$ cat config.mk
export PLATFORM = sky130hd
export DESIGN_NAME = pgbuf_seq
export DESIGN_NICKNAME = d
export VERILOG_FILES = /design/src/rtl/pgbuf_pkg.sv /design/src/rtl/pgbuf_ctrl.sv /design/src/rtl/pgbuf_cmp.sv /design/src/rtl/pgbuf_seq.sv
export SDC_FILE = /design/constraint.sdc
export NUM_CORES = 1
export LEC_CHECK = 0
export BUFFER_PORTS_ARGS = -buffer_cell sky130_fd_sc_hd__buf_2
export CAP_MARGIN = 20
export CORE_MARGIN = 2
export CORE_UTILIZATION = 53
export DETAILED_ROUTE_END_ITERATION = 12
export GPL_TIMING_DRIVEN = 0
export PLACE_DENSITY = 0.94
export REMOVE_ABC_BUFFERS = 1
export SETUP_SLACK_MARGIN = 0.02
export SLEW_MARGIN = 10
export SYNTH_ARGS = -nofsm -noshare
export SYNTH_HDL_FRONTEND = slang
export SYNTH_SLANG_ARGS = --single-unit
$ cat constraint.sdc
create_clock -name clk -period 4.6 [get_ports clk]
set_clock_uncertainty 0.15 [all_clocks]
set_input_delay 0.23 -clock clk [delete_from_list [all_inputs] [get_ports clk]]
set_output_delay 0.23 -clock clk [all_outputs]
set_load 0.05 [all_outputs]
$ cat src/rtl/pgbuf_pkg.sv
// Shared types for the page buffer sequencer: phase states and operation codes.
package pgbuf_pkg;
    typedef enum logic [2:0] {
        ST_IDLE  = 3'd0,
        ST_XFER  = 3'd1,
        ST_CMP   = 3'd2,
        ST_ERASE = 3'd3,
        ST_PROG  = 3'd4,
        ST_DONE  = 3'd5
    } seq_state_e;

    typedef enum logic [1:0] {
        OP_XFER = 2'd0,
        OP_CMP  = 2'd1,
        OP_PROG = 2'd2,
        OP_REWR = 2'd3
    } seq_op_e;
endpackage

$ cat src/rtl/pgbuf_ctrl.sv
// Phase controller: latches the command in idle and walks the phases the
// operation needs (copy, compare, erase, program, done). It owns the byte
// index and the erase/program down-counter.
// Assumes PROG_CYC >= PAGE_BYTES so every byte is written within the program phase.
module pgbuf_ctrl
    import pgbuf_pkg::*;
#(
    parameter int PAGE_BYTES = 528,
    parameter int PAGE_W     = 13,
    parameter int ERASE_CYC  = 1000,
    parameter int PROG_CYC   = 2000,
    localparam int IDX_W     = $clog2(PAGE_BYTES),
    localparam int MAX_CYC   = (ERASE_CYC > PROG_CYC) ? ERASE_CYC : PROG_CYC,
    localparam int CNT_W     = $clog2(MAX_CYC) + 1
) (
    input  logic              clk,
    input  logic              rst_n,
    input  logic              start_i,
    input  logic [1:0]        op_i,
    input  logic              buf_sel_i,
    input  logic [PAGE_W-1:0] page_i,
    output seq_state_e        state_o,
    output logic [IDX_W-1:0]  idx_o,
    output logic              last_o,
    output logic              wr_act_o,
    output logic              buf_q_o,
    output logic [PAGE_W-1:0] page_q_o
);
    seq_state_e        state_q;
    seq_op_e           op_q;
    logic              buf_q;
    logic [PAGE_W-1:0] page_q;
    logic [IDX_W-1:0]  idx_q;
    logic [CNT_W-1:0]  cnt_q;
    logic              wr_act_q;
    logic              last;

    assign last = (idx_q == IDX_W'(PAGE_BYTES - 1));

    // Phase sequencing, command latch, byte index and phase timer.
    always_ff @(posedge clk) begin
        if (!rst_n) begin
            state_q  <= ST_IDLE;
            op_q     <= OP_XFER;
            buf_q    <= 1'b0;
            page_q   <= '0;
            idx_q    <= '0;
            cnt_q    <= '0;
            wr_act_q <= 1'b0;
        end else begin
            case (state_q)
                ST_IDLE: begin
                    if (start_i) begin
                        op_q   <= seq_op_e'(op_i);
                        buf_q  <= buf_sel_i;
                        page_q <= page_i;
                        idx_q  <= '0;
                        cnt_q  <= CNT_W'(ERASE_CYC - 1);
                        case (seq_op_e'(op_i))
                            OP_CMP:  state_q <= ST_CMP;
                            OP_PROG: state_q <= ST_ERASE;
                            default: state_q <= ST_XFER;
                        endcase
                    end
                end
                ST_XFER: begin
                    if (last) begin
                        idx_q   <= '0;
                        state_q <= (op_q == OP_REWR) ? ST_ERASE : ST_DONE;
                    end else begin
                        idx_q <= idx_q + IDX_W'(1);
                    end
                end
                ST_CMP: begin
                    if (last) state_q <= ST_DONE;
                    else      idx_q   <= idx_q + IDX_W'(1);
                end
                ST_ERASE: begin
                    if (cnt_q == '0) begin
                        state_q  <= ST_PROG;
                        cnt_q    <= CNT_W'(PROG_CYC - 1);
                        idx_q    <= '0;
                        wr_act_q <= 1'b1;
                    end else begin
                        cnt_q <= cnt_q - CNT_W'(1);
                    end
                end
                ST_PROG: begin
                    if (wr_act_q) begin
                        if (last) wr_act_q <= 1'b0;
                        else      idx_q    <= idx_q + IDX_W'(1);
                    end
                    if (cnt_q == '0) begin
                        state_q  <= ST_DONE;
                        wr_act_q <= 1'b0;
                    end else begin
                        cnt_q <= cnt_q - CNT_W'(1);
                    end
                end
                default: state_q <= ST_IDLE;
            endcase
        end
    end

    assign state_o  = state_q;
    assign idx_o    = idx_q;
    assign last_o   = last;
    assign wr_act_o = wr_act_q;
    assign buf_q_o  = buf_q;
    assign page_q_o = page_q;

    AST_BUSY_START_IGNORED: assert property (@(posedge clk) disable iff (!rst_n)
        (state_q != ST_IDLE && start_i) |=> ($stable(page_q) && $stable(buf_q) && $stable(op_q)));

    AST_ERASE_BEFORE_PROG: assert property (@(posedge clk) disable iff (!rst_n)
        (state_q == ST_PROG && $past(state_q) != ST_PROG) |-> ($past(state_q) == ST_ERASE));

    AST_CMP_FROM_IDLE: assert property (@(posedge clk) disable iff (!rst_n)
        (state_q == ST_CMP && $past(state_q) != ST_CMP) |-> ($past(state_q) == ST_IDLE));

    AST_IDX_IN_PAGE: assert property (@(posedge clk) disable iff (!rst_n)
        idx_q < IDX_W'(PAGE_BYTES));
endmodule

$ cat src/rtl/pgbuf_cmp.sv
// Compare accumulator: ORs byte differences over a compare phase and
// latches the result into the mismatch flag on the last byte.
// Assumes clr_i is asserted between operations (idle) to restart accumulation.
module pgbuf_cmp (
    input  logic clk,
    input  logic rst_n,
    input  logic clr_i,
    input  logic en_i,
    input  logic last_i,
    input  logic diff_i,
    output logic mismatch_o
);
    logic acc_q;
    logic flag_q;

    // Running difference accumulator and the held compare result.
    always_ff @(posedge clk) begin
        if (!rst_n) begin
            acc_q  <= 1'b0;
            flag_q <= 1'b0;
        end else begin
            if (clr_i)     acc_q <= 1'b0;
            else if (en_i) acc_q <= acc_q | diff_i;
            if (en_i && last_i) flag_q <= acc_q | diff_i;
        end
    end

    assign mismatch_o = flag_q;

    AST_FLAG_HOLD: assert property (@(posedge clk) disable iff (!rst_n)
        !(en_i && last_i) |=> $stable(flag_q));
endmodule

$ cat src/rtl/pgbuf_seq.sv
// Page buffer operation sequencer top: joins the phase controller and the
// compare accumulator and routes bytes between array and buffer ports.
// Assumes array and buffer reads are combinational for the presented address.
module pgbuf_seq
    import pgbuf_pkg::*;
#(
    parameter int PAGE_BYTES = 528,
    parameter int PAGE_W     = 13,
    parameter int DATA_W     = 8,
    parameter int ERASE_CYC  = 1000,
    parameter int PROG_CYC   = 2000,
    localparam int COL_W     = $clog2(PAGE_BYTES)
) (
    input  logic              clk,
    input  logic              rst_n,
    input  logic              start_i,
    input  logic [1:0]        op_i,
    input  logic              buf_sel_i,
    input  logic [PAGE_W-1:0] page_i,
    output logic [PAGE_W-1:0] arr_page_o,
    output logic [COL_W-1:0]  arr_col_o,
    input  logic [DATA_W-1:0] arr_rd_data_i,
    output logic              arr_wr_en_o,
    output logic [DATA_W-1:0] arr_wr_data_o,
    output logic              arr_erase_o,
    output logic              buf_sel_o,
    output logic [COL_W-1:0]  buf_addr_o,
    input  logic [DATA_W-1:0] buf_rd_data_i,
    output logic              buf_wr_en_o,
    output logic [DATA_W-1:0] buf_wr_data_o,
    output logic [7:0]        stat_o
);
    seq_state_e        state;
    logic [COL_W-1:0]  idx;
    logic              last;
    logic              wr_act;
    logic              mismatch;

    pgbuf_ctrl #(
        .PAGE_BYTES (PAGE_BYTES),
        .PAGE_W     (PAGE_W),
        .ERASE_CYC  (ERASE_CYC),
        .PROG_CYC   (PROG_CYC)
    ) ctrl_i (
        .clk       (clk),
        .rst_n     (rst_n),
        .start_i   (start_i),
        .op_i      (op_i),
        .buf_sel_i (buf_sel_i),
        .page_i    (page_i),
        .state_o   (state),
        .idx_o     (idx),
        .last_o    (last),
        .wr_act_o  (wr_act),
        .buf_q_o   (buf_sel_o),
        .page_q_o  (arr_page_o)
    );

    pgbuf_cmp cmp_i (
        .clk        (clk),
        .rst_n      (rst_n),
        .clr_i      (state == ST_IDLE),
        .en_i       (state == ST_CMP),
        .last_i     (last),
        .diff_i     (arr_rd_data_i != buf_rd_data_i),
        .mismatch_o (mismatch)
    );

    // Byte routing and strobes for the current phase.
    always_comb begin
        arr_col_o     = idx;
        buf_addr_o    = idx;
        buf_wr_en_o   = (state == ST_XFER);
        buf_wr_data_o = arr_rd_data_i;
        arr_wr_en_o   = (state == ST_PROG) && wr_act;
        arr_wr_data_o = buf_rd_data_i;
        arr_erase_o   = (state == ST_ERASE);
        stat_o        = {(state == ST_IDLE), mismatch, 6'b0};
    end

    AST_IDLE_QUIET: assert property (@(posedge clk) disable iff (!rst_n)
        stat_o[7] |-> !(arr_wr_en_o || buf_wr_en_o || arr_erase_o));
endmodule

### After elaboration in Yosys (flattened, before gate mapping)

Cells that the tools add are included.

| word-level totals | value |
|---|---|
| register bits after elaboration | 44 |
| word-level logic and storage cells | 65 |
| output and inout port bits | 61 |
| bits of input ports | 35 |

| cells by class | value |
|---|---|
| equal/unequal tests | 16 |
| muxes and demuxes | 23 |
| reduce and logical (&&, ||, !) cells | 13 |
| $add $sub $neg | 2 |
| bitwise gates (word level) | 2 |

Operators by type and width:

| kind | count |
|---|---|
| 2-to-1 mux 10 bit | 5 |
| case mux 10 bit (5 select lines) | 1 |
| 2-to-1 mux 12 bit | 3 |
| case mux 12 bit (3 select lines) | 1 |
| 2-to-1 mux 3 bit | 6 |
| case mux 3 bit (5 select lines) | 1 |
| zero test 12 bit | 1 |
| subtractor 12 x 1 -> 12 bit, second input constant | 1 |
| adder 10 x 1 -> 10 bit, second input constant | 1 |
| equality test 10 bit, second input constant | 1 |
| != test 2 x 1 -> 1 bit, second input constant | 4 |
| != test 8 bit | 1 |
| equality test 3 x 2 -> 1 bit, second input constant | 2 |
| != test 2 bit, second input constant | 3 |
| AND reduction 5 bit | 1 |
| nonzero test 5 bit | 1 |
| equality test 2 bit, second input constant | 2 |
| 2-to-1 mux 1 bit | 4 |
| case mux 2 bit (2 select lines) | 1 |
| AND reduction 2 bit | 2 |
| AND reduction 4 bit | 1 |
| equality test 3 x 1 -> 1 bit, second input constant | 1 |
| equality test 3 bit, second input constant | 1 |
| zero test 3 bit | 1 |
| other kinds (9) | 10 |

### Longest topological paths before layout

Gate-level depths: netlist of run 1.

| logic depth | value |
|---|---|
| word-level depth | 5 |
| depth in mapped cells | 8 |
| depth with buffers taken out | 7 |

### Modules after synthesis

From an unflattened synthesis of run 1, not the netlist that was laid out.

| unflattened totals | value |
|---|---|
| cells, all modules | 333 |
| area total of the unflattened synthesis | 2675.1 sq um |

By module, submodules not included:

| module | times used | cells each | area each (sq um) |
|---|---|---|---|
| pgbuf_ctrl | 1 | 275 | 2227.1 |
| pgbuf_seq | 1 | 50 | 376.6 |
| pgbuf_cmp | 1 | 8 | 71.3 |

### Least setup slack after synthesis of run 1

Ideal clock, no wire load.

| path | value |
|---|---|
| path type | reg-to-reg |
| start | register ctrl_i.idx_q[0] (netlist: ctrl_i.idx_o[0]) |
| end | register ctrl_i.idx_q[1] (netlist: ctrl_i.idx_o[1]) |
| setup time | 126 ps |
| stages on the path, launching flop included | 8 |
| arrival | 2135 ps |
| period minus slack after synthesis | 2411 ps |
| buffers on the path | 1 |
| required time | 4324 ps |
| slack | 2189 ps |
| cell sequence | dfxtp_1 > ha_1 > nand3_1 > o32a_1 > o211ai_4 > buf_6 > mux2i_1 > nor2_2 |

| on the way | value |
|---|---|
| longest elaborated chain between the ends | 4 |
| elaborated cells between the ends (all ways) | 6 |
| those cells by class | 1 x add/sub; 1 x eq/ne; 4 x mux |

RTL lines:

| item | RTL line | text |
|---|---|---|
| from (decl) | pgbuf_ctrl.sv:33 | `logic [IDX_W-1:0] idx_q;` |
| from (signal assigned) | pgbuf_ctrl.sv:71 | `idx_q <= idx_q + IDX_W'(1);` |
| from (signal assigned) | pgbuf_ctrl.sv:76 | `else idx_q <= idx_q + IDX_W'(1);` |
| from (signal assigned) | pgbuf_ctrl.sv:91 | `else idx_q <= idx_q + IDX_W'(1);` |
| adder 10 x 1 -> 10 bit or equality test 10 bit (tied branches) | - |  |
| 2-to-1 mux 10 bit | pgbuf_ctrl.sv:75, pgbuf_ctrl.sv:90 |  |
| 2-to-1 mux 10 bit | pgbuf_ctrl.sv:89 | `if (wr_act_q) begin` |
| case mux 10 bit (5 select lines) * | pgbuf_ctrl.sv:51 | `case (state_q)` |

Mark *: on every way between the ends. The rest lies on a longest branch, timed or not. The select of a mux whose other input is x is not followed.
A chain may end at the register's enable or synchronous reset.

### Worst setup path in the final report of run 1

| path | value |
|---|---|
| start | register ctrl_i.cnt_q[0] |
| end | register ctrl_i.idx_q[9] (netlist: ctrl_i.idx_o[9]) |

| on the way | value |
|---|---|
| longest elaborated chain between the ends | 3 |

RTL lines:

| item | RTL line | text |
|---|---|---|
| from (decl) | pgbuf_ctrl.sv:34 | `logic [CNT_W-1:0] cnt_q;` |
| from (signal assigned) | pgbuf_ctrl.sv:58 | `cnt_q <= CNT_W'(ERASE_CYC - 1);` |
| from (signal assigned) | pgbuf_ctrl.sv:81 | `cnt_q <= CNT_W'(PROG_CYC - 1);` |
| from (signal assigned) | pgbuf_ctrl.sv:85 | `cnt_q <= cnt_q - CNT_W'(1);` |
| zero test 12 bit | pgbuf_ctrl.sv:79 | `if (cnt_q == '0) begin` |
| != test 2 x 1 -> 1 bit (no line) | - |  |
| AND reduction 4 bit (no line) | - |  |

No other way between the ends.

==> results.yml, run 1 <==
timing:
  maxSlewHeadroom_pct: 47.7
  setup_viol: 0
  grt_setup_unrepaired: "false"
  hold_viol_final: 0
  fin_tns_setup_ps: 0
  post-route-period-util_pct: 52.8
  fmax_mhz: 412
  finalMaxSlewViolations: 0
  tightest_slew_ps: 780
  fin_crit_ps: 2430
clock_network:
  clock-sinks: 44
  cts_tree: "built"
  cts_resized: 0
  ctsLongestPathBuffers: 2
  clk_pin_slew_worst_paths_ps: 90
  numCtsBuffers: 5
  postCtsSetupBuffers: 0
  clock_latency_ps: 310
  holdBufCountCts: 4
  cts.htree.levels: 2
  root_buffer: "clkbuf_8"
synthesis:
  synth_edf_count: 0
  netlist_area_um2: 2530
  ys_seq_area_share_pct: 34.9
  synth_top_area_share_pct: 34.9
  async_flop_share_pct: 0
  yosysMostFrequentCell: "nand2_1"
  synth_top_family_by_area: "simple AND/OR/NAND/NOR gates"
  ys_types: 54
  yosys.area_share.simple_pct: 24.5
  synthAdderAreaFrac_pct: 1.98
  synth_top_cells_by_count: "nand2_1, dfxtp_1, a21oi_1, buf_4, or3_1"
  muxShareOfSynthArea_pct: 0.396
  synth_seq_cells: 44
  synth_ff_type: "dfxtp_1"
  syn_avg_cell_area_um2: 8.10
  syn_inst: 312
  synth_area_leaders: "dfxtp_1, buf_4, a21oi_1, nand2_1, xnor2_1"
  yosys.area.top_type: "dfxtp_1"
  ys_warn_count: 0
  synth_compound_area_share_pct: 20.1
  synth_xor_area_share_pct: 4.51
flow_run:
  cap_viol_max_count: 0
global_route:
  grtUsageTotal_pct: 22.6
  grt_pass1_vias: 2172
  grt_pass1_wl_um: 9580
  overflow: 0
  antenna_found_initial: 0
  grt_max_degree: 29
die:
  rows: 25
  fp.dieW_um: 73.0
  start_util_pct: 54.2
  core_area_um2: 4660
  die_area_um2: 5330
  pin_count: 96
  die_h_um: 73.0
critical_path:
  cp_num_buf_inv: 1
  worstPathArrival_ps: 2520
  cp_data_required_time_ps: 4690
  critPathSlowestCell: "or4_1"
  setup.worst_path.end_class: "flop"
  cp-start-kind: "flop"
  critPathKind: "reg2reg"
  cp_top_family: "simple AND/OR/NAND/NOR gates"
  critPathMaxStageDelay_ps: 550
  crit_chain: "inv_1, ha_1, nor4b_2, a31o_2, o211ai_4, or4_1, a21oi_1"
  worstPathMaxFanout: 16
layout:
  syn2layout_area_growth_pct: 14.9
  finalNetCount: 410
  diodes: 0
  layout-drive-gt1-share_pct: 28.8
placed_design:
  finalWeightedCongestion: 0.942
  portBuffers: 89
  dpl.hpwl_um: 4110
drt:
  drt_iter0_drc: 280
  vias_per_cell: 5.69
  drc_errors: 0
  wl_um: 5830
  wl_per_cell_um: 13.7
  route.antenna.remaining_nets: 0
  dr.pass1.iters: 4
  dr_total_vias: 2422
power_and_ir_drop:
  ir_drop_mv: 0.281
  power_leakage_nw: 1.29
  p_per_area_nw_per_um2: 605
  finalPower_mw: 1.76
worst_hold_path:
  hold_path.class: "in2reg"
run_status:
  status: "complete, no violations"
[state kept, by name, indices dropped and copies added, names as in the netlist]
| register | cells |
|---|---|
| ctrl_i.page_q_o | 13 |
| ctrl_i.cnt_q | 12 |
| ctrl_i.idx_o | 10 |
| ctrl_i.state_o | 3 |
| ctrl_i.op_q | 2 |
| cmp_i.acc_q | 1 |
| cmp_i.mismatch_o | 1 |
| ctrl_i.buf_q_o | 1 |
| ctrl_i.wr_act_o | 1 |
[final cells by class]
class                           count  area, µm²
Fill cell                         410       1760
Multi-Input combinational cell    219       1320
Sequential cell                    44        881
Timing Repair Buffer               93        485
Clock buffer                        5       68.8
Tap cell                           54       67.6
Clock inverter                      3       46.3
Inverter                            8       30.0
[worst paths after layout]
| path | slack (ps) | depth (start not counted) | startpoint | end |
|---|---|---|---|---|
| max | 2170 | 7 | ctrl_i.cnt_q[0] | ctrl_i.idx_o[9] |
| min | 1 | 3 | page_i[10] | ctrl_i.page_q_o[10] |
| max reg2reg | 2170 | 7 | ctrl_i.cnt_q[0] | ctrl_i.idx_o[9] |
| min reg2reg | 300 | 2 | ctrl_i.page_q_o[10] | ctrl_i.page_q_o[10] |
[worst register-to-register path, cell delays in order, from the launching register on]
cell and delay (ps):
dfxtp_1 330, inv_1 120, ha_1 170, nor4b_2 350, a31o_2 340, o211ai_4 210
or4_1 550, a21oi_1 140
[logic make-up after synthesis]
family	Yosys count
simple gates	117
compound gates	78
buf+inv	54
flops	44
xor+xnor	13
fa+ha+maj	4
other cells	1
mux	1
[per-stage QoR]
step	std cells	utilization, %	instance area (µm²)	setup WS (ps)	hold slack [ps]
floorplan	271	-	2230	1820	189
global placement	414	59.0	2750	2270	289
detailed placement	414	59.0	2750	2240	293
CTS	426	62.3	2900	2200	0.364
global route	426	62.3	2900	2020	3.60
finish	426	62.3	2900	2170	1.48
[where the power goes]
part | switching, mW | internal, mW
sequential | 0.108 | 0.466
clock | 0.145 | 0.164
combinational | 0.598 | 0.277
total | 0.851 | 0.907
[cell usage in the layout, fill, tap and decap left out, types with 2 or more instances in the layout]
cell type	synthesis	final
a211o_1	2	2
a21oi_1	39	39
a31oi_1	2	2
and2_1	4	4
and3_1	4	4
buf_2	2	89
clkbuf_8	0	5
conb_1	1	6
dfxtp_1	44	44
dlygate4sd3_1	0	4
ha_1	4	4
inv_1	7	7
nand2_1	48	48
nand2b_1	3	3
nand3_1	7	7
nand3b_1	2	2
nand4_1	5	5
nor2_1	9	9
nor3_1	6	6
nor3b_1	3	3
o21ai_0	11	11
o21ai_1	3	3
o31ai_1	5	5
o32a_1	2	2
or3_1	12	12
or4_1	6	6
xnor2_1	9	9
xor2_1	4	4
[metal layers]
metal	vias to the layer above	routed length [µm]	GRT usage (%)
met1	1144	2350	26.0
li1	1185	-	-
met5	-	0	0
met4	0	115	9.47
met3	13	326	5.25
met2	80	3030	39.7
Power figures use the tool's default switching activity.
==> run 2: changes to the inputs <==
--- a/config.mk
+++ b/config.mk
@@ -5,13 +5,14 @@
 export SDC_FILE = /design/constraint.sdc
 export NUM_CORES = 1
 export LEC_CHECK = 0
+export ABC_AREA = 1
 export BUFFER_PORTS_ARGS = -buffer_cell sky130_fd_sc_hd__buf_2
 export CAP_MARGIN = 20
 export CORE_MARGIN = 2
-export CORE_UTILIZATION = 53
+export CORE_UTILIZATION = 51
 export DETAILED_ROUTE_END_ITERATION = 12
 export GPL_TIMING_DRIVEN = 0
-export PLACE_DENSITY = 0.94
+export PLACE_DENSITY = 0.9
 export REMOVE_ABC_BUFFERS = 1
 export SETUP_SLACK_MARGIN = 0.02
 export SLEW_MARGIN = 10
==> constraint.sdc (replaced) <==
create_clock -name clk -period 2.3 [get_ports clk]
set_clock_uncertainty 0.15 [all_clocks]
set_input_delay 0.115 -clock clk [delete_from_list [all_inputs] [get_ports clk]]
set_output_delay 0.115 -clock clk [all_outputs]
set_load 0.05 [all_outputs]
==> run 2 against run 1 <==
Largest power group unchanged. First-iteration DRC count shrank 49%. Sequential power increased by 88%. Final area is 16% higher. Critical endpoint is now ctrl_i.state_o[1]. Total power up 110%. Via count up 20%.
==> results.yml, run 2 <==
synthesis:
  syn_avg_cell_area_um2: 6.63
  synth_top_area_share_pct: 31.0
  synth_area_leaders: "dfxtp_1, nand2_1, buf_4, a21oi_1, nand3_1"
  ys_warn_count: 0
  netlist_area_um2: 2840
  synth_top_cells_by_count: "nand2_1, dfxtp_1, a21oi_1, inv_1, nor2_1"
  async_flop_share_pct: 0
  syn_inst: 429
  yosys.area.top_type: "dfxtp_1"
  yosysMostFrequentCell: "nand2_1"
  synth_ff_type: "dfxtp_1"
  ys_seq_area_share_pct: 31.0
  synth_seq_cells: 44
  ys_types: 33
  synth_edf_count: 0
worst_hold_path:
  hold_path_depth: 3
  hold_path.class: "in2reg"
run_status:
  status: "complete, no violations"
placed_design:
  dpl.hpwl_um: 4660
  dp_cells: 550
  finalWeightedCongestion: 0.890
  place_ws_ps: 149
  portBuffers: 89
clock_network:
  clk_pin_slew_worst_paths_ps: 90
  numCtsBuffers: 5
  ctsLongestPathBuffers: 2
  clock-sinks: 44
  root_buffer: "clkbuf_8"
  cts.htree.levels: 2
  cts_tree: "built"
  clock_latency_ps: 300
layout:
  fill_cells: 497
  syn2layout_area_growth_pct: 18.5
  finalNetCount: 540
  layout-drive-gt1-share_pct: 26.7
  seqCellArea_um2: 881
  diodes: 0
  layout_common_cells: "nand2_1, buf_2, dfxtp_1"
  fin_cells: 574
  largest_reg_flops: 13
  final_common_cell: "nand2_1"
  multi_input_comb_area_um2: 1490
global_route:
  grtUsageTotal_pct: 23.5
  grt_max_degree: 31
  grt_pass1_vias: 2700
  overflow: 0
  grt_pass1_wl_um: 11900
  antenna_found_initial: 0
timing:
  fmax_mhz: 496
  setup_viol: 0
  hold_viol_final: 0
  maxSlewHeadroom_pct: 32.3
  tightest_slew_ps: 1020
  grt_setup_unrepaired: "false"
  post-route-period-util_pct: 87.6
  timing.final.ws_setup_ps: 286
  finalMaxSlewViolations: 0
  fin_tns_setup_ps: 0
  whs_ps: 29.9
  fin_crit_ps: 2010
die:
  fp.dieW_um: 78.7
  pin_count: 96
  rows: 27
  die_area_um2: 6190
  die_h_um: 78.7
  core_area_um2: 5440
  start_util_pct: 52.3
drt:
  dr_total_vias: 2908
  drc_errors: 0
  drt_iter0_drc: 143
  wl_per_cell_um: 12.2
  wl_um: 7000
  vias_per_cell: 5.07
  route.antenna.remaining_nets: 0
  dr.pass1.iters: 4
critical_path:
  worstPathMaxFanout: 8
  critPathKind: "reg2reg"
  cp_data_required_time_ps: 2300
  setup.worst_path.end_class: "flop"
  cp-start-kind: "flop"
  worstPathArrival_ps: 2020
  rr_worst_depth: 10
power_and_ir_drop:
  internal_power_mw: 1.86
  combPwrFrac_pct: 53.5
  finalPower_mw: 3.72
  ir_drop_mv: 0.775
  power_leakage_nw: 1.65
  p_per_area_nw_per_um2: 1100
  seqPwrFrac_pct: 28.9
  clkPwrFrac_pct: 17.6
  p_switching_mw: 1.86
  swShare_pct: 50.0
flow_run:
  cap_viol_max_count: 0
run 2: cell types whose count changed after synthesis, sizes merged, moves of 5 or more:
cell and delta:
o31ai -6, or4 -6, or2 +5, nand3 +30, or3 -12, o21ai +7, nor2 +35, inv +41
and2 -5, nand2 +61
run 2: worst paths after layout:
check | start | endpoint | slack (ps)
worst max-delay path | ctrl_i.idx_o[0] | ctrl_i.state_o[1] | 290
worst min-delay path | rst_n | ctrl_i.cnt_q[9] | 30
worst max register to register | ctrl_i.idx_o[0] | ctrl_i.state_o[1] | 290
worst min register to register | ctrl_i.cnt_q[0] | ctrl_i.cnt_q[0] | 300
run 2: area by class of cell:
cell class,instances,area share [%]
Multi-Input combinational cell,297,44.1
Inverter,48,5.35
Clock inverter,1,0.891
Tap cell,72,2.67
Sequential cell,44,26.1
Timing Repair Buffer,105,18.0
Clock buffer,7,2.86
run 2: power groups by stage:
stage | Sequential (mW) | Clock [mW] | Combinational, mW
after floorplan | 1.32 | 0 | 1.21
after global placement | 1.08 | 0 | 1.87
after detailed placement | 1.08 | 0 | 1.93
after CTS | 1.07 | 0.663 | 1.96
after global routing | 1.10 | 0.693 | 2.22
final | 1.08 | 0.653 | 1.99
run 2: stage by stage:
stage	utilization (%)	area, µm²
finish	62.0	3370
global route	62.0	3370
CTS	61.8	3360
detailed placement	56.5	3080
global placement	56.5	3080
floorplan	-	2540
run 2: critical path, cell delays in order (launching register included):
cell	delay, ps
dfxtp_1	480
ha_2	290
inv_1	100
nor2_4	160
nand4_2	150
o21ai_1	110
nand2_1	80
nor2_2	140
nand2_1	60
o21ai_0	80
nor2_1	60
run 2: timing repair:
| item | in CTS | in global routing |
|---|---|---|
| setup buffers | 0 | 0 |
| endpoints found under the hold margin | 16 | 0 |
| endpoints found under the setup margin | 0 | 41 |
| hold buffers | 16 | 0 |
| resized for setup | 0 | 2 |
run 2: cell families after synthesis:
logic type	synth area share (%)
AOI/OAI and AO/OA	13.1
xor gates and xnor gates	2.46
adders and majority gates	1.76
buffers and inverters	17.7
DFF	31.0
other	0.132
and+or+nand+nor	33.9
run 2: layer usage:
layer | global-route usage [%] | part of all wire (%)
met1 | 27.2 | 40
met2 | 42.5 | 51
met3 | 4.94 | 6.8
met4 | 7.89 | 1.6
met5 | 0 | 0
==> run 3: changes to the inputs <==
--- a/config.mk
+++ b/config.mk
@@ -18,4 +18,5 @@
 export SLEW_MARGIN = 10
 export SYNTH_ARGS = -nofsm -noshare
 export SYNTH_HDL_FRONTEND = slang
+export SYNTH_HIERARCHICAL = 1
 export SYNTH_SLANG_ARGS = --single-unit
==> run 3 against run 2 <==
Flip-flop and latch count unchanged. Largest cell class unchanged. Sequential power hardly changed. Critical path type unchanged. Final area shrank 0.71%.
==> results.yml, run 3 <==
drt:
  wl_per_cell_um: 12.1
  dr_total_vias: 2950
  dr.pass1.iters: 6
  drt_iter0_drc: 179
  vias_per_cell: 5.03
  route.antenna.remaining_nets: 0
  drc_errors: 0
  wl_um: 7100
timing:
  fin_crit_ps: 2040
  setup_viol: 0
  finalMaxSlewViolations: 0
  maxSlewHeadroom_pct: 65.8
  fmax_mhz: 489
  hold_viol_final: 0
  post-route-period-util_pct: 88.9
  timing.final.ws_setup_ps: 256
  tightest_slew_ps: 512
  grt_setup_unrepaired: "false"
layout:
  fin_util_pct: 61.5
  syn2layout_area_growth_pct: 18.4
  diodes: 0
  seqCellArea_um2: 883
  finalNetCount: 553
  layout_common_cells: "nand2_1, buf_2, inv_1"
  final_common_cell: "nand2_1"
  layout-drive-gt1-share_pct: 23.9
  largest_reg_flops: 13
  fill_cells: 483
  multi_input_comb_area_um2: 1450
synthesis:
  synth_xor_area_share_pct: 3.41
  ys_warn_count: 6
  async_flop_share_pct: 0
  syn_avg_cell_area_um2: 6.41
  synth_top_area_share_pct: 31.2
  yosysMostFrequentCell: "nand2_1"
  synth_edf_count: 0
  yosys.area_share.simple_pct: 34.9
  ys_types: 29
  ys_seq_area_share_pct: 31.2
  synthAdderAreaFrac_pct: 1.77
  synth_seq_cells: 44
  synth_top_family_by_area: "simple AND/OR/NAND/NOR gates"
  synth_area_leaders: "dfxtp_1, nand2_1, buf_4, nand3_1, inv_1"
  muxShareOfSynthArea_pct: 0
  synth_top_cells_by_count: "nand2_1, inv_1, nand3_1, dfxtp_1, a21oi_1"
  syn_inst: 441
  synth_compound_area_share_pct: 9.74
  yosys.area.top_type: "dfxtp_1"
  netlist_area_um2: 2830
  synth_ff_type: "dfxtp_1"
power_and_ir_drop:
  seqPwrFrac_pct: 30.5
  ir_drop_mv: 0.657
  internal_power_mw: 1.73
  p_switching_mw: 1.88
  swShare_pct: 52.1
  p_per_area_nw_per_um2: 1080
  power_leakage_nw: 1.72
  clkPwrFrac_pct: 14.2
  combPwrFrac_pct: 55.2
die:
  die_h_um: 78.4
  start_util_pct: 52.0
  core_area_um2: 5440
  rows: 27
  fp.dieW_um: 78.4
  die_area_um2: 6150
  pin_count: 96
clock_network:
  clk_pin_slew_worst_paths_ps: 90
  ctsLongestPathBuffers: 2
  numCtsBuffers: 5
  root_buffer: "clkbuf_8"
  clock-sinks: 44
  cts_tree: "built"
  clock_latency_ps: 310
  cts.htree.levels: 2
worst_hold_path:
  hold_end: "ctrl_i/cnt_q[9]"
  hold_path_depth: 3
  worstHoldStart: "rst_n"
  hold_path.class: "in2reg"
critical_path:
  ff2ff_setup_slack_ps: 260
  reg2reg_to: "ctrl_i/idx_o[0]"
  regToRegStartpoint: "ctrl_i/cnt_q[0]"
  cp_data_required_time_ps: 2340
  cp-start-kind: "flop"
  setup.worst_path.end_class: "flop"
  worstPathMaxFanout: 11
  critPathKind: "reg2reg"
  worstPathArrival_ps: 2090
  rr_worst_depth: 9
flow_run:
  cap_viol_max_count: 0
global_route:
  grt_max_degree: 29
  overflow: 0
  antenna_found_initial: 0
  grtUsageTotal_pct: 23.0
  grt_pass1_vias: 2727
  grt_pass1_wl_um: 11500
placed_design:
  dpl.hpwl_um: 4850
  finalWeightedCongestion: 0.902
  portBuffers: 89
  place_ws_ps: 49.3
run_status:
  status: "complete, no violations"
## run 3: cell count changes after synthesis, moves of 3 or more
cell / delta
nor2_1: -9
a21oi_1: -7
inv_1: +15
nor3_1: +3
nor2_2: +4
nand2_1: +20
nand3_1: +13
o21ai_1: -5
o21ai_0: -5
nand2_2: -4
or2_2: -6
## run 3: what timing repair did
action                                  in CTS  in global routing
endpoints found under the hold margin       16                  0
buffers inserted                             0                  0
hold buffers                                16                  0
endpoints found under the setup margin       0                 25
gates resized for setup                      0                  6
## run 3: power groups by stage
stage	Combinational [mW]	Sequential [mW]	Clock, mW
3_5_place_dp	1.92	1.11	0
2_1_floorplan	1.21	1.32	0
5_1_grt	2.21	1.13	0.551
6_report	2.00	1.10	0.514
3_3_place_gp	1.85	1.10	0
4_1_cts	1.96	1.09	0.515
## run 3: layer usage
metal	global-route usage [%]	routed length, µm	vias to the layer above	part of all wire [%]
met1	24.3	2920	1323	41
met3	5.75	451	9	6.3
met4	6.14	69	0	0.97
met5	0	0	-	0
li1	-	-	1491	-
met2	44.8	3660	127	52
## run 3: cell type report
class,instances,area share (%)
multi-input cells,297,43.2
repair buffers,105,18.1
clock inverters,2,0.299
clock buffers,6,2.47
inverters,61,6.84
flip-flops and latches,44,26.4
well taps,72,2.69
## run 3: logic make-up (layout without fill, tap and decap cells)
kind of cell,after synthesis,in the layout
AND/OR/NAND/NOR,224,224
adder cells (fa/ha/maj),4,4
flip-flops,44,44
buffers and inverters,105,174
other,1,6
AO/OA/AOI/OAI,52,52
XOR/XNOR,11,11
## run 3: through the flow
step / setup TNS (ps) / power, mW / hold slack, ps / area, µm² / instances
6_report: 0 / 3.61 / 10.6 / 3350 / 587
4_1_cts: 0 / 3.56 / 13.3 / 3330 / 587
2_1_floorplan: -1280 / 2.53 / 62.6 / 2540 / 402
3_5_place_dp: 0 / 3.03 / 245 / 3080 / 563
3_3_place_gp: 0 / 2.94 / 238 / 3080 / 563
5_1_grt: 0 / 3.88 / 37.9 / 3350 / 587
## run 3: worst max-delay path, cell delays in order, from the launching register on
cell	delay [ps]
dfxtp_1	310
inv_1	150
ha_1	180
nand2_1	60
nor2_2	170
nand2_1	100
nand2_1	170
nand3_2	250
o21ai_1	320
nor2_1	80
## run 3: worst max path at each step
stage / slack (ps) / start / endpoint / depth (start not counted)
after global placement: 170 / ctrl_i/state_o[1] / ctrl_i/page_q_o[5] / 6
after CTS: 40 / ctrl_i/state_o[1] / ctrl_i/page_q_o[8] / 6
final: 260 / ctrl_i/cnt_q[0] / ctrl_i/idx_o[0] / 9
after detailed placement: 50 / ctrl_i/cnt_q[0] / ctrl_i/cnt_q[5] / 9
after global routing: 40 / ctrl_i/idx_o[1] / ctrl_i/state_o[1] / 8
after floorplan: -190 / ctrl_i/idx_o[0] / ctrl_i/state_o[1] / 8
